`config.mk`:
```
export PLATFORM = sky130hd
export DESIGN_NAME = burst_write_mover
export DESIGN_NICKNAME = d
export VERILOG_FILES = /design/src/rtl/bwm_pkg.sv /design/src/rtl/bwm_fifo.sv /design/src/rtl/bwm_ingest.sv /design/src/rtl/bwm_burst.sv /design/src/rtl/burst_write_mover.sv
export SDC_FILE = /design/constraint.sdc
export NUM_CORES = 1
export LEC_CHECK = 0
export CAP_MARGIN = 0
export CORE_MARGIN = 8
export CORE_UTILIZATION = 50
export DETAILED_ROUTE_END_ITERATION = 7
export PLACE_DENSITY = 0.72
export RECOVER_POWER = 100
export REMOVE_ABC_BUFFERS = 1
export SYNTH_ARGS = -nofsm -noshare
export SYNTH_HDL_FRONTEND = slang
export SYNTH_SLANG_ARGS = --single-unit
```
`constraint.sdc`:
```
create_clock -name clk -period 7.9 [get_ports clk]
set_input_delay 2.37 -clock clk [delete_from_list [all_inputs] [get_ports clk]]
set_output_delay 2.37 -clock clk [all_outputs]
set_load 0.03 [all_outputs]
```
`src/rtl/bwm_pkg.sv`:
```
`timescale 1ns/1ps
package bwm_pkg;
  typedef enum logic [1:0] {
    BWM_IDLE   = 2'd0,
    BWM_RUN    = 2'd1,
    BWM_STATUS = 2'd2
  } bwm_state_e;
endpackage

```
`src/rtl/bwm_fifo.sv`:
```
`timescale 1ns/1ps
module bwm_fifo #(
  parameter int DW    = 32,
  parameter int DEPTH = 8,
  parameter int CW    = $clog2(DEPTH + 1)
) (
  input  logic          clk,
  input  logic          rst_n,
  input  logic          push,
  input  logic [DW-1:0] push_data,
  input  logic          pop,
  output logic [DW-1:0] pop_data,
  output logic [CW-1:0] count,
  output logic          full,
  output logic          empty
);
  localparam int PW = (DEPTH > 1) ? $clog2(DEPTH) : 1;

  logic [DW-1:0] mem [DEPTH];
  logic [PW-1:0] wp, rp;

  assign full     = (count == CW'(DEPTH));
  assign empty    = (count == '0);
  assign pop_data = mem[rp];

  always_ff @(posedge clk) begin
    if (push) mem[wp] <= push_data;
  end

  always_ff @(posedge clk) begin
    if (!rst_n) begin
      wp    <= '0;
      rp    <= '0;
      count <= '0;
    end else begin
      if (push) wp <= (wp == PW'(DEPTH - 1)) ? '0 : wp + 1'b1;
      if (pop)  rp <= (rp == PW'(DEPTH - 1)) ? '0 : rp + 1'b1;
      count <= count + CW'(push) - CW'(pop);
    end
  end

  // the stream side must respect the full flag
  assert_no_overflow_R10: assert property (@(posedge clk) disable iff (!rst_n)
    push |-> !full);
  // the write side only drains words that are present
  assert_no_underflow_R4: assert property (@(posedge clk) disable iff (!rst_n)
    pop |-> !empty);
endmodule

```
`src/rtl/bwm_ingest.sv`:
```
`timescale 1ns/1ps
module bwm_ingest #(
  parameter int LW = 16
) (
  input  logic          clk,
  input  logic          rst_n,
  input  logic          start,
  input  logic [LW-1:0] start_words,
  input  logic          active,
  input  logic          s_valid,
  input  logic          s_eop,
  input  logic          fifo_full,
  output logic          s_ready,
  output logic          push,
  output logic [LW-1:0] words_in,
  output logic          early,
  output logic          done
);
  logic [LW-1:0] left;

  assign s_ready = active && !done && !fifo_full;
  assign push    = s_valid && s_ready;

  always_ff @(posedge clk) begin
    if (!rst_n) begin
      left     <= '0;
      words_in <= '0;
      early    <= 1'b0;
      done     <= 1'b0;
    end else if (start) begin
      left     <= start_words;
      words_in <= '0;
      early    <= 1'b0;
      done     <= (start_words == '0);
    end else if (push) begin
      left     <= left - 1'b1;
      words_in <= words_in + 1'b1;
      if (s_eop || left == LW'(1)) done <= 1'b1;
      if (s_eop && left != LW'(1)) early <= 1'b1;
    end
  end

  // an end-of-packet word closes the intake at once
  assert_stop_at_eop_R9: assert property (@(posedge clk) disable iff (!rst_n)
    push && s_eop |=> !s_ready);
endmodule

```
`src/rtl/bwm_burst.sv`:
```
`timescale 1ns/1ps
module bwm_burst #(
  parameter int AW   = 32,
  parameter int MAXB = 4,
  parameter int BCW  = $clog2(MAXB) + 1,
  parameter int CW   = $clog2(2 * MAXB + 1),
  parameter int BSH  = 2
) (
  input  logic           clk,
  input  logic           rst_n,
  input  logic           start,
  input  logic [AW-1:0]  start_addr,
  input  logic           start_incr,
  input  logic           active,
  input  logic           push,
  input  logic           ingest_done,
  input  logic           fifo_empty,
  input  logic [CW-1:0]  fifo_count,
  input  logic           wr_wait,
  output logic           wr_valid,
  output logic [AW-1:0]  wr_addr,
  output logic [BCW-1:0] wr_burst,
  output logic           pop,
  output logic           idle
);
  localparam logic [CW-1:0] MAXB_C = CW'(MAXB);

  logic           busy;
  logic           incr_q;
  logic [AW-1:0]  cur_addr;
  logic [BCW-1:0] beats_left;
  logic [CW-1:0]  unissued;
  logic [BCW-1:0] claim_len;
  logic           claim;

  assign claim_len = (unissued >= MAXB_C) ? BCW'(MAXB) : BCW'(unissued);
  assign claim     = active && !busy &&
                     ((unissued >= MAXB_C) || (ingest_done && unissued != '0));
  assign wr_valid  = busy;
  assign pop       = busy && !wr_wait;
  assign idle      = !busy && (unissued == '0);

  always_ff @(posedge clk) begin
    if (!rst_n) begin
      busy       <= 1'b0;
      incr_q     <= 1'b0;
      cur_addr   <= '0;
      beats_left <= '0;
      unissued   <= '0;
      wr_addr    <= '0;
      wr_burst   <= '0;
    end else begin
      if (start) begin
        cur_addr <= start_addr;
        incr_q   <= start_incr;
      end
      unissued <= unissued + CW'(push) - (claim ? CW'(claim_len) : CW'(0));
      if (claim) begin
        busy       <= 1'b1;
        wr_addr    <= cur_addr;
        wr_burst   <= claim_len;
        beats_left <= claim_len;
        if (incr_q) cur_addr <= cur_addr + (AW'(claim_len) << BSH);
      end else if (pop) begin
        beats_left <= beats_left - 1'b1;
        if (beats_left == BCW'(1)) busy <= 1'b0;
      end
    end
  end

  assert_burst_filled_R4: assert property (@(posedge clk) disable iff (!rst_n)
    $rose(wr_valid) |-> fifo_count >= CW'(wr_burst));
  assert_data_present_R4: assert property (@(posedge clk) disable iff (!rst_n)
    wr_valid |-> !fifo_empty);
  assert_short_only_last_R3: assert property (@(posedge clk) disable iff (!rst_n)
    $rose(wr_valid) && wr_burst != BCW'(MAXB) |-> ingest_done);
  assert_hold_stable_R6: assert property (@(posedge clk) disable iff (!rst_n)
    wr_valid && wr_wait |=> wr_valid && $stable(wr_addr) && $stable(wr_burst));
endmodule

```
`src/rtl/burst_write_mover.sv`:
```
`timescale 1ns/1ps
module burst_write_mover #(
  parameter int ADDR_W    = 32,
  parameter int DATA_W    = 32,
  parameter int LEN_W     = 16,
  parameter int MAX_BURST = 4,
  parameter int BC_W      = $clog2(MAX_BURST) + 1
) (
  input  logic              clk,
  input  logic              rst_n,
  input  logic              cmd_valid,
  output logic              cmd_ready,
  input  logic [ADDR_W-1:0] cmd_addr,
  input  logic [LEN_W-1:0]  cmd_len,
  input  logic              cmd_incr,
  input  logic              s_valid,
  output logic              s_ready,
  input  logic [DATA_W-1:0] s_data,
  input  logic              s_eop,
  output logic              wr_valid,
  input  logic              wr_wait,
  output logic [ADDR_W-1:0] wr_addr,
  output logic [BC_W-1:0]   wr_burst,
  output logic [DATA_W-1:0] wr_data,
  output logic              sts_valid,
  input  logic              sts_ready,
  output logic [LEN_W-1:0]  sts_bytes,
  output logic              sts_early
);
  import bwm_pkg::*;

  localparam int BYTES = DATA_W / 8;
  localparam int BSH   = $clog2(BYTES);
  localparam int DEPTH = 2 * MAX_BURST;
  localparam int CNT_W = $clog2(DEPTH + 1);

  bwm_state_e       state;
  logic             start, active;
  logic [LEN_W-1:0] cmd_words, words_in;
  logic             ing_done, ing_early, push, pop, burst_idle;
  logic             fifo_full, fifo_empty;
  logic [CNT_W-1:0] fifo_count;
  logic             unused_len_low;

  assign cmd_words      = {{BSH{1'b0}}, cmd_len[LEN_W-1:BSH]};
  assign unused_len_low = ^cmd_len[BSH-1:0];
  assign cmd_ready      = (state == BWM_IDLE);
  assign start          = cmd_valid && cmd_ready;
  assign active         = (state == BWM_RUN);
  assign sts_valid      = (state == BWM_STATUS);
  assign sts_bytes      = words_in << BSH;
  assign sts_early      = ing_early;

  always_ff @(posedge clk) begin
    if (!rst_n) begin
      state <= BWM_IDLE;
    end else begin
      unique case (state)
        BWM_IDLE:   if (start) state <= BWM_RUN;
        BWM_RUN:    if (ing_done && burst_idle) state <= BWM_STATUS;
        BWM_STATUS: if (sts_ready) state <= BWM_IDLE;
        default:    state <= BWM_IDLE;
      endcase
    end
  end

  bwm_ingest #(.LW(LEN_W)) u_ingest (
    .clk(clk), .rst_n(rst_n), .start(start), .start_words(cmd_words),
    .active(active), .s_valid(s_valid), .s_eop(s_eop), .fifo_full(fifo_full),
    .s_ready(s_ready), .push(push), .words_in(words_in), .early(ing_early),
    .done(ing_done)
  );

  bwm_fifo #(.DW(DATA_W), .DEPTH(DEPTH), .CW(CNT_W)) u_fifo (
    .clk(clk), .rst_n(rst_n), .push(push), .push_data(s_data), .pop(pop),
    .pop_data(wr_data), .count(fifo_count), .full(fifo_full), .empty(fifo_empty)
  );

  bwm_burst #(.AW(ADDR_W), .MAXB(MAX_BURST), .BCW(BC_W), .CW(CNT_W), .BSH(BSH)) u_burst (
    .clk(clk), .rst_n(rst_n), .start(start), .start_addr(cmd_addr),
    .start_incr(cmd_incr), .active(active), .push(push), .ingest_done(ing_done),
    .fifo_empty(fifo_empty), .fifo_count(fifo_count), .wr_wait(wr_wait),
    .wr_valid(wr_valid), .wr_addr(wr_addr), .wr_burst(wr_burst), .pop(pop),
    .idle(burst_idle)
  );

  assert_idle_quiet_R1: assert property (@(posedge clk) disable iff (!rst_n)
    cmd_ready |-> !wr_valid && !s_ready);
  assert_status_after_writes_R8: assert property (@(posedge clk) disable iff (!rst_n)
    sts_valid |-> !wr_valid && fifo_empty);
  assert_status_hold_R12: assert property (@(posedge clk) disable iff (!rst_n)
    sts_valid && !sts_ready |=> sts_valid && $stable(sts_bytes) && $stable(sts_early));
  assert_reopen_R2: assert property (@(posedge clk) disable iff (!rst_n)
    sts_valid && sts_ready |=> cmd_ready);
endmodule

```
==> results of run 1 <==
[registers in the layout (all words and copies together), names as in the netlist, 4 cells and up, named ones only]
| name | cells |
|---|---|
| u_burst.wr_addr | 32 |
| u_fifo.count | 4 |
| u_burst.unissued | 4 |
| u_burst.cur_addr | 32 |
| u_fifo.mem | 256 |
| u_ingest.words_in | 14 |
| u_ingest.left | 16 |
[cells by family (layout without fill, tap and decap cells)]
| logic type | count (synthesis) | count (layout) | synth area share |
|---|---|---|---|
| compound gates | 177 | 177 | 0.07136 |
| xor+xnor | 23 | 23 | 0.01301 |
| fa+ha+maj | 26 | 26 | 0.02247 |
| buf+inv | 86 | 281 | 0.02263 |
| flops | 379 | 379 | 0.6555 |
| mux | 97 | 97 | 0.1171 |
| other cells | 1 | 3 | 0.0002422 |
| simple gates | 320 | 320 | 0.09770 |
[cell type report]
class | count | area, µm² | share of cell area
flip-flops and latches | 379 | 10150 | 0.5407
multi-input cells | 645 | 5004 | 0.2665
repair buffers | 188 | 1808 | 0.09629
clock buffers | 54 | 1095 | 0.05831
well taps | 396 | 495.5 | 0.02639
clock inverters | 16 | 132.6 | 0.007064
inverters | 23 | 86.33 | 0.004598
diodes | 1 | 2.502 | 0.0001333
[routing by layer]
metal / GRT usage / part of all wire / up-vias
met1: 0.2424 / 0.43 / 4782
met3: 0.04630 / 0.064 / 43
li1: - / - / 4549
met2: 0.3127 / 0.49 / 262
met4: 0.03819 / 0.012 / 2
met5: 0 / 0.00038 / -
[report_power, final]
group | total [mW] | internal, mW | switching [mW]
Sequential | 2.23 | 2.18 | 0.0494
Clock | 1.76 | 1.04 | 0.719
Combinational | 0.430 | 0.181 | 0.248
[layout by cell type, fill, tap and decap left out, drive strengths merged, types with 5 or more instances in the layout]
| cell | Yosys | routed |
|---|---|---|
| or3 | 13 | 13 |
| xnor2 | 8 | 8 |
| nor3 | 14 | 14 |
| xor2 | 15 | 15 |
| nand3 | 15 | 15 |
| dfxtp | 123 | 123 |
| a31oi | 20 | 20 |
| and2 | 12 | 12 |
| o21ai | 20 | 20 |
| dlygate4sd3 | 0 | 119 |
| clkinv | 1 | 12 |
| nand4 | 16 | 16 |
| nor2 | 60 | 60 |
| a21oi | 77 | 77 |
| mux4 | 64 | 64 |
| mux2 | 33 | 33 |
| clkbuf | 41 | 63 |
| ha | 23 | 23 |
| clkdlybuf4s50 | 0 | 52 |
| and3 | 9 | 9 |
| nand2 | 144 | 144 |
| nor3b | 5 | 5 |
| o211ai | 16 | 16 |
| buf | 22 | 8 |
| edfxtp | 256 | 256 |
| nor4 | 11 | 11 |
| inv | 22 | 25 |
[worst paths after layout]
| kind | from | slack, ps | cells after the start | end |
|---|---|---|---|---|
| worst min-delay path | u_burst.wr_addr[17] | 450 | 2 | u_burst.wr_addr[17] |
| worst max-delay path | register | 1440 | 4 | wr_data[29] |
| worst min register to register | u_burst.wr_addr[17] | 450 | 2 | u_burst.wr_addr[17] |
| worst max register to register | u_fifo.count[2] | 3260 | 8 | u_fifo.mem[6][29] |
[worst max-delay path, delay by kind of cell, from the launching register on]
kind	cells	cell delay [ps]
mux	2	860
flops	1	1430
buf+inv	2	1250
[metrics by stage]
step                hold slack, ps  utilization
floorplan                    432.2            -
global placement             437.3       0.5775
detailed placement           446.3       0.5775
CTS                          454.0       0.6177
global route                 468.8       0.6153
finish                       448.4       0.6154
==> run_results.csv, run 1 <==
group,metric,value,unit
global_routing,track_usage,0.1859,
sta,hold_viol_final,0,
final_layout,nNetsFinal,1391,
sta,relSlewSlack,-0.6429,
routing,vias,9638,
clock_network,cts_hold_buf,0,
place,portBuffers,171,
place,dp.cells,1631,
place,placed_cell_area,0.01762,mm²
final_layout,fillers,2402,
synthesis,yosysSeqAreaShare,0.6555,
synthesis,yosysWarnings,0,
synthesis,synth_edf_count,256,
routing,finalWirelength,34.02,mm
global_routing,grt_antenna_before_repair,1,
clock_network,root_buffer,"clkbuf_16",
place,place_ws,2498,ps
synthesis,synth.avg_cell_area,13.96,µm²
die,start_util,0.5075,
sta,setup_viol,0,
sta,fin_tns_setup,0,ps
status,violations,"max-capacitance violations, max-slew violations",
clock_network,cts_max_level,2,
die,die_h,192.0,µm
sta,period_needed,6460,ps
synthesis,synth_most_common_cell,"edfxtp_1",
global_routing,grt_max_degree,48,
final_layout,post_layout_nonfiller_instances,1702,
clock_network,cts.clk_slew.worst_paths,60,ps
routing,viasPerCell,5.663,
synthesis,synthTopCellsByArea,"edfxtp_1, dfxtp_1, mux4_2",
setup_path,slowest_delay,1430,ps
routing,routedWlPerCell,19.99,µm
power,ir_drop,171.8,µV
synthesis,ys_ff_latch,379,
die,core_area,0.03051,mm²
setup_path,crit_chain,"buf_4, mux4_2, mux2_2, dlygate4sd3_1",
synthesis,syn_area,0.01548,mm²
final_layout,final_area,0.01878,mm²
sta,drv_slew,226,
global_routing,gr-total-overflow,0,
power,power_density,234.9,mW/mm²
setup_path,worstSetupStartpointType,"register",
place,gp_congestion,0.7864,
synthesis,synth_top_area_cell,"edfxtp_1",
sta,finClkSkew,11.68,ps
sta,fin_crit_sh,0.8178,
die,die_w,192.0,µm
sta,rsz0062_at_grt,"false",
clock_network,postCtsSetupBuffers,0,
setup_path,critical_path_required,5530,ps
routing,drtIter0Drc,601,
final_layout,drive_gt1_frac,0.1310,
setup_path,cp_max_fo,45,
clock_network,cts_buffer_depth,3,
routing,first_pass_iters,5,
die,rows,64,
synthesis,synthFlopType,"edfxtp_1",
die,design.die.area,0.03685,mm²
setup_path,end_kind,"primary output",
min_path,holdCritPathClass,"reg -> reg",
clock_network,tritoncts.num_buffers,40,
setup_path,crit_slowest_cell,"dfxtp_2",
global_routing,grt_pass1_wl,54.33,mm
synthesis,synth_commonest_cells,"edfxtp_1, nand2_1, dfxtp_1",
sta,max_freq,154.8,MHz
die,ios,176,
routing,antenna_left,0,
clock_network,clk_latency,520,ps
routing,drc,0,
global_routing,grt_pass1_vias,10040,
setup_path,critPathKind,"reg -> out",
synthesis,synth_top_area_share,0.4965,
setup_path,arrival,4090,ps
sta,worst_pin_slew,2464,ps
synthesis,synthCells,1109,
synthesis,async_flop_share,0,
clock_network,cts_resized,0,
clock_network,cts_tree,"yes",
status,status,"finished, violations left",
place,hpwl,20.05,mm
power,p_total,4.411,mW
clock_network,clock-sinks,379,
final_layout,areaGrowthSynthToFinish,21.26,%
power,leakagePower,6.311,nW
synthesis,ys_types,61,
run,cap_violations,6,
sta,setup_slack,1440,ps
Power figures use the tool's default switching activity.
==> inputs of run 2 (changes only) <==
==> constraint.sdc (replaced) <==
create_clock -name clk -period 6.7 [get_ports clk]
set_input_delay 2.01 -clock clk [delete_from_list [all_inputs] [get_ports clk]]
set_output_delay 2.01 -clock clk [all_outputs]
set_load 0.03 [all_outputs]
==> run 2 against run 1 <==
The run still ends with max-capacitance violations, max-slew violations left. Sequential power is 17% higher. Hold slack barely moved. Combinational power up 19%. Critical endpoint is now wr_data[2].
==> run_results.csv, run 2 (synthesized netlist as in run 1, its figures left out) <==
group,metric,value,unit
status,violations,"max-capacitance violations, max-slew violations",
run,cap_violations,5,
final_layout,top_register,"u_fifo.mem",
final_layout,largest_reg_flops,256,
setup_path,path_buf_inv,2,
sta,period_needed,5803,ps
global_routing,gr-total-overflow,0,
sta,max_freq,172.3,MHz
clock_network,cts_max_level,2,
clock_network,clock-sinks,379,
routing,vias,9629,
clock_network,cts_resized,0,
clock_network,cts_buffer_depth,3,
place,hpwl,21.12,mm
routing,drc,0,
clock_network,clk_latency,520,ps
die,ios,176,
setup_path,slowest_delay,1220,ps
sta,relSlewSlack,-0.5846,
final_layout,reg_top3,"u_fifo.mem x256, u_burst.cur_addr x32, u_burst.wr_addr x32",
final_layout,final_common_cell,"edfxtp_1",
sta,drv_slew,176,
final_layout,final_area,0.01875,mm²
global_routing,grt_max_degree,47,
die,design.die.area,0.03685,mm²
final_layout,nNetsFinal,1394,
place,gp_congestion,0.8013,
sta,fin_crit_sh,0.8661,
sta,rsz0062_at_grt,"false",
setup_path,critPathKind,"reg -> out",
routing,finalWirelength,34.38,mm
clock_network,postCtsSetupBuffers,0,
setup_path,reg2reg_slack,2210,ps
global_routing,grt_pass1_wl,54.77,mm
power,power_density,274.1,mW/mm²
place,portBuffers,171,
setup_path,crit_slowest_cell,"dfxtp_2",
routing,viasPerCell,5.648,
sta,setup_slack,897.3,ps
sta,hold_viol_final,0,
routing,first_pass_iters,4,
final_layout,antenna_cells,0,
setup_path,cp_max_fo,35,
die,rows,64,
setup_path,critical_path_required,4690,ps
die,die_w,192.0,µm
setup_path,arrival,3790,ps
setup_path,crit_chain,"buf_4, mux4_2, mux2_2, dlygate4sd3_1",
final_layout,final_cell_mix,"edfxtp_1, nand2_1, dfxtp_1",
clock_network,root_buffer,"clkbuf_16",
global_routing,grt_antenna_before_repair,1,
final_layout,final_util,0.6147,
status,status,"finished, violations left",
global_routing,track_usage,0.1868,
die,core_area,0.03051,mm²
setup_path,cpLargestDelayFamily,"flip-flops",
routing,antenna_left,0,
die,die_h,192.0,µm
setup_path,worstSetupStartpointType,"register",
place,place_ws,1350,ps
clock_network,cts.clk_slew.worst_paths,60,ps
place,placed_cell_area,0.01765,mm²
clock_network,tritoncts.num_buffers,39,
power,p_total,5.140,mW
sta,finClkSkew,18.49,ps
power,leakagePower,6.306,nW
final_layout,drive_gt1_frac,0.1322,
sta,whs,448.1,ps
global_routing,grt_pass1_vias,10030,
final_layout,areaGrowthSynthToFinish,21.12,%
power,ir_drop,156.9,µV
routing,routedWlPerCell,20.16,µm
min_path,holdCritPathClass,"reg -> reg",
routing,drtIter0Drc,504,
die,start_util,0.5075,
sta,worst_pin_slew,2377,ps
sta,setup_viol,0,
setup_path,end_kind,"primary output",
clock_network,cts_hold_buf,0,
clock_network,cts_tree,"yes",
## run 2: cell count changes in the layout (fill, tap and decap cells not counted), moves of 2 or more
cell | before | now
clkbuf_1 | 18 | 22
buf_4 | 8 | 10
clkdlybuf4s50_1 | 52 | 54
dlygate4sd3_1 | 119 | 117
bufinv_16 | 2 | 0
## run 2: metal layers
layer	up-vias	share of wire	track usage
met4	2	0.0091	0.03613
met3	30	0.063	0.04375
li1	4565	-	-
met5	-	0.00038	0
met1	4757	0.43	0.2418
met2	275	0.50	0.3194
## run 2: cell type report
type / count / area (µm²)
repair buffers: 192 / 1832
fillers: 2341 / 11760
multi-input cells: 645 / 5002
flip-flops and latches: 379 / 10150
clock buffers: 58 / 1120
inverters: 23 / 86.33
well taps: 396 / 495.5
clock inverters: 12 / 65.06
## run 2: path summary, 6_finish.rpt
| path | from | end | depth (start not counted) |
|---|---|---|---|
| max reg2reg | u_fifo.count[2] | u_fifo.mem[1][8] | 8 |
| min | u_burst.wr_addr[15] | u_burst.wr_addr[15] | 2 |
| min reg2reg | u_burst.wr_addr[15] | u_burst.wr_addr[15] | 2 |
| max | register | wr_data[2] | 4 |
## run 2: worst reg2reg max path, stage by stage (launching register included)
cell,delay [ps]
dfxtp_1,310
inv_1,60
ha_1,180
or3b_2,220
and3_1,150
clkbuf_1,840
clkinv_1,920
nor4b_1,490
clkbuf_2,910
## run 2: metrics by stage
stage | instances | setup TNS (ps)
CTS | 1705 | 0
floorplan | 1047 | -27660
global placement | 1635 | 0
detailed placement | 1635 | 0
global route | 1705 | 0
finish | 1705 | 0
## run 2: where the power goes
group          internal (mW)  switching (mW)
Clock                   1.16           0.846
Sequential              2.57          0.0577
Combinational          0.216           0.296
Total                   3.94            1.20
==> inputs of run 3 (changes only) <==
--- a/config.mk
+++ b/config.mk
@@ -8,6 +8,7 @@
 export CAP_MARGIN = 0
 export CORE_MARGIN = 8
 export CORE_UTILIZATION = 50
+export CTS_CLUSTER_DIAMETER = 200
 export DETAILED_ROUTE_END_ITERATION = 7
 export PLACE_DENSITY = 0.72
 export RECOVER_POWER = 100
==> results of run 3 <==
Final layout, timing and power as in run 2 (identical DEF).
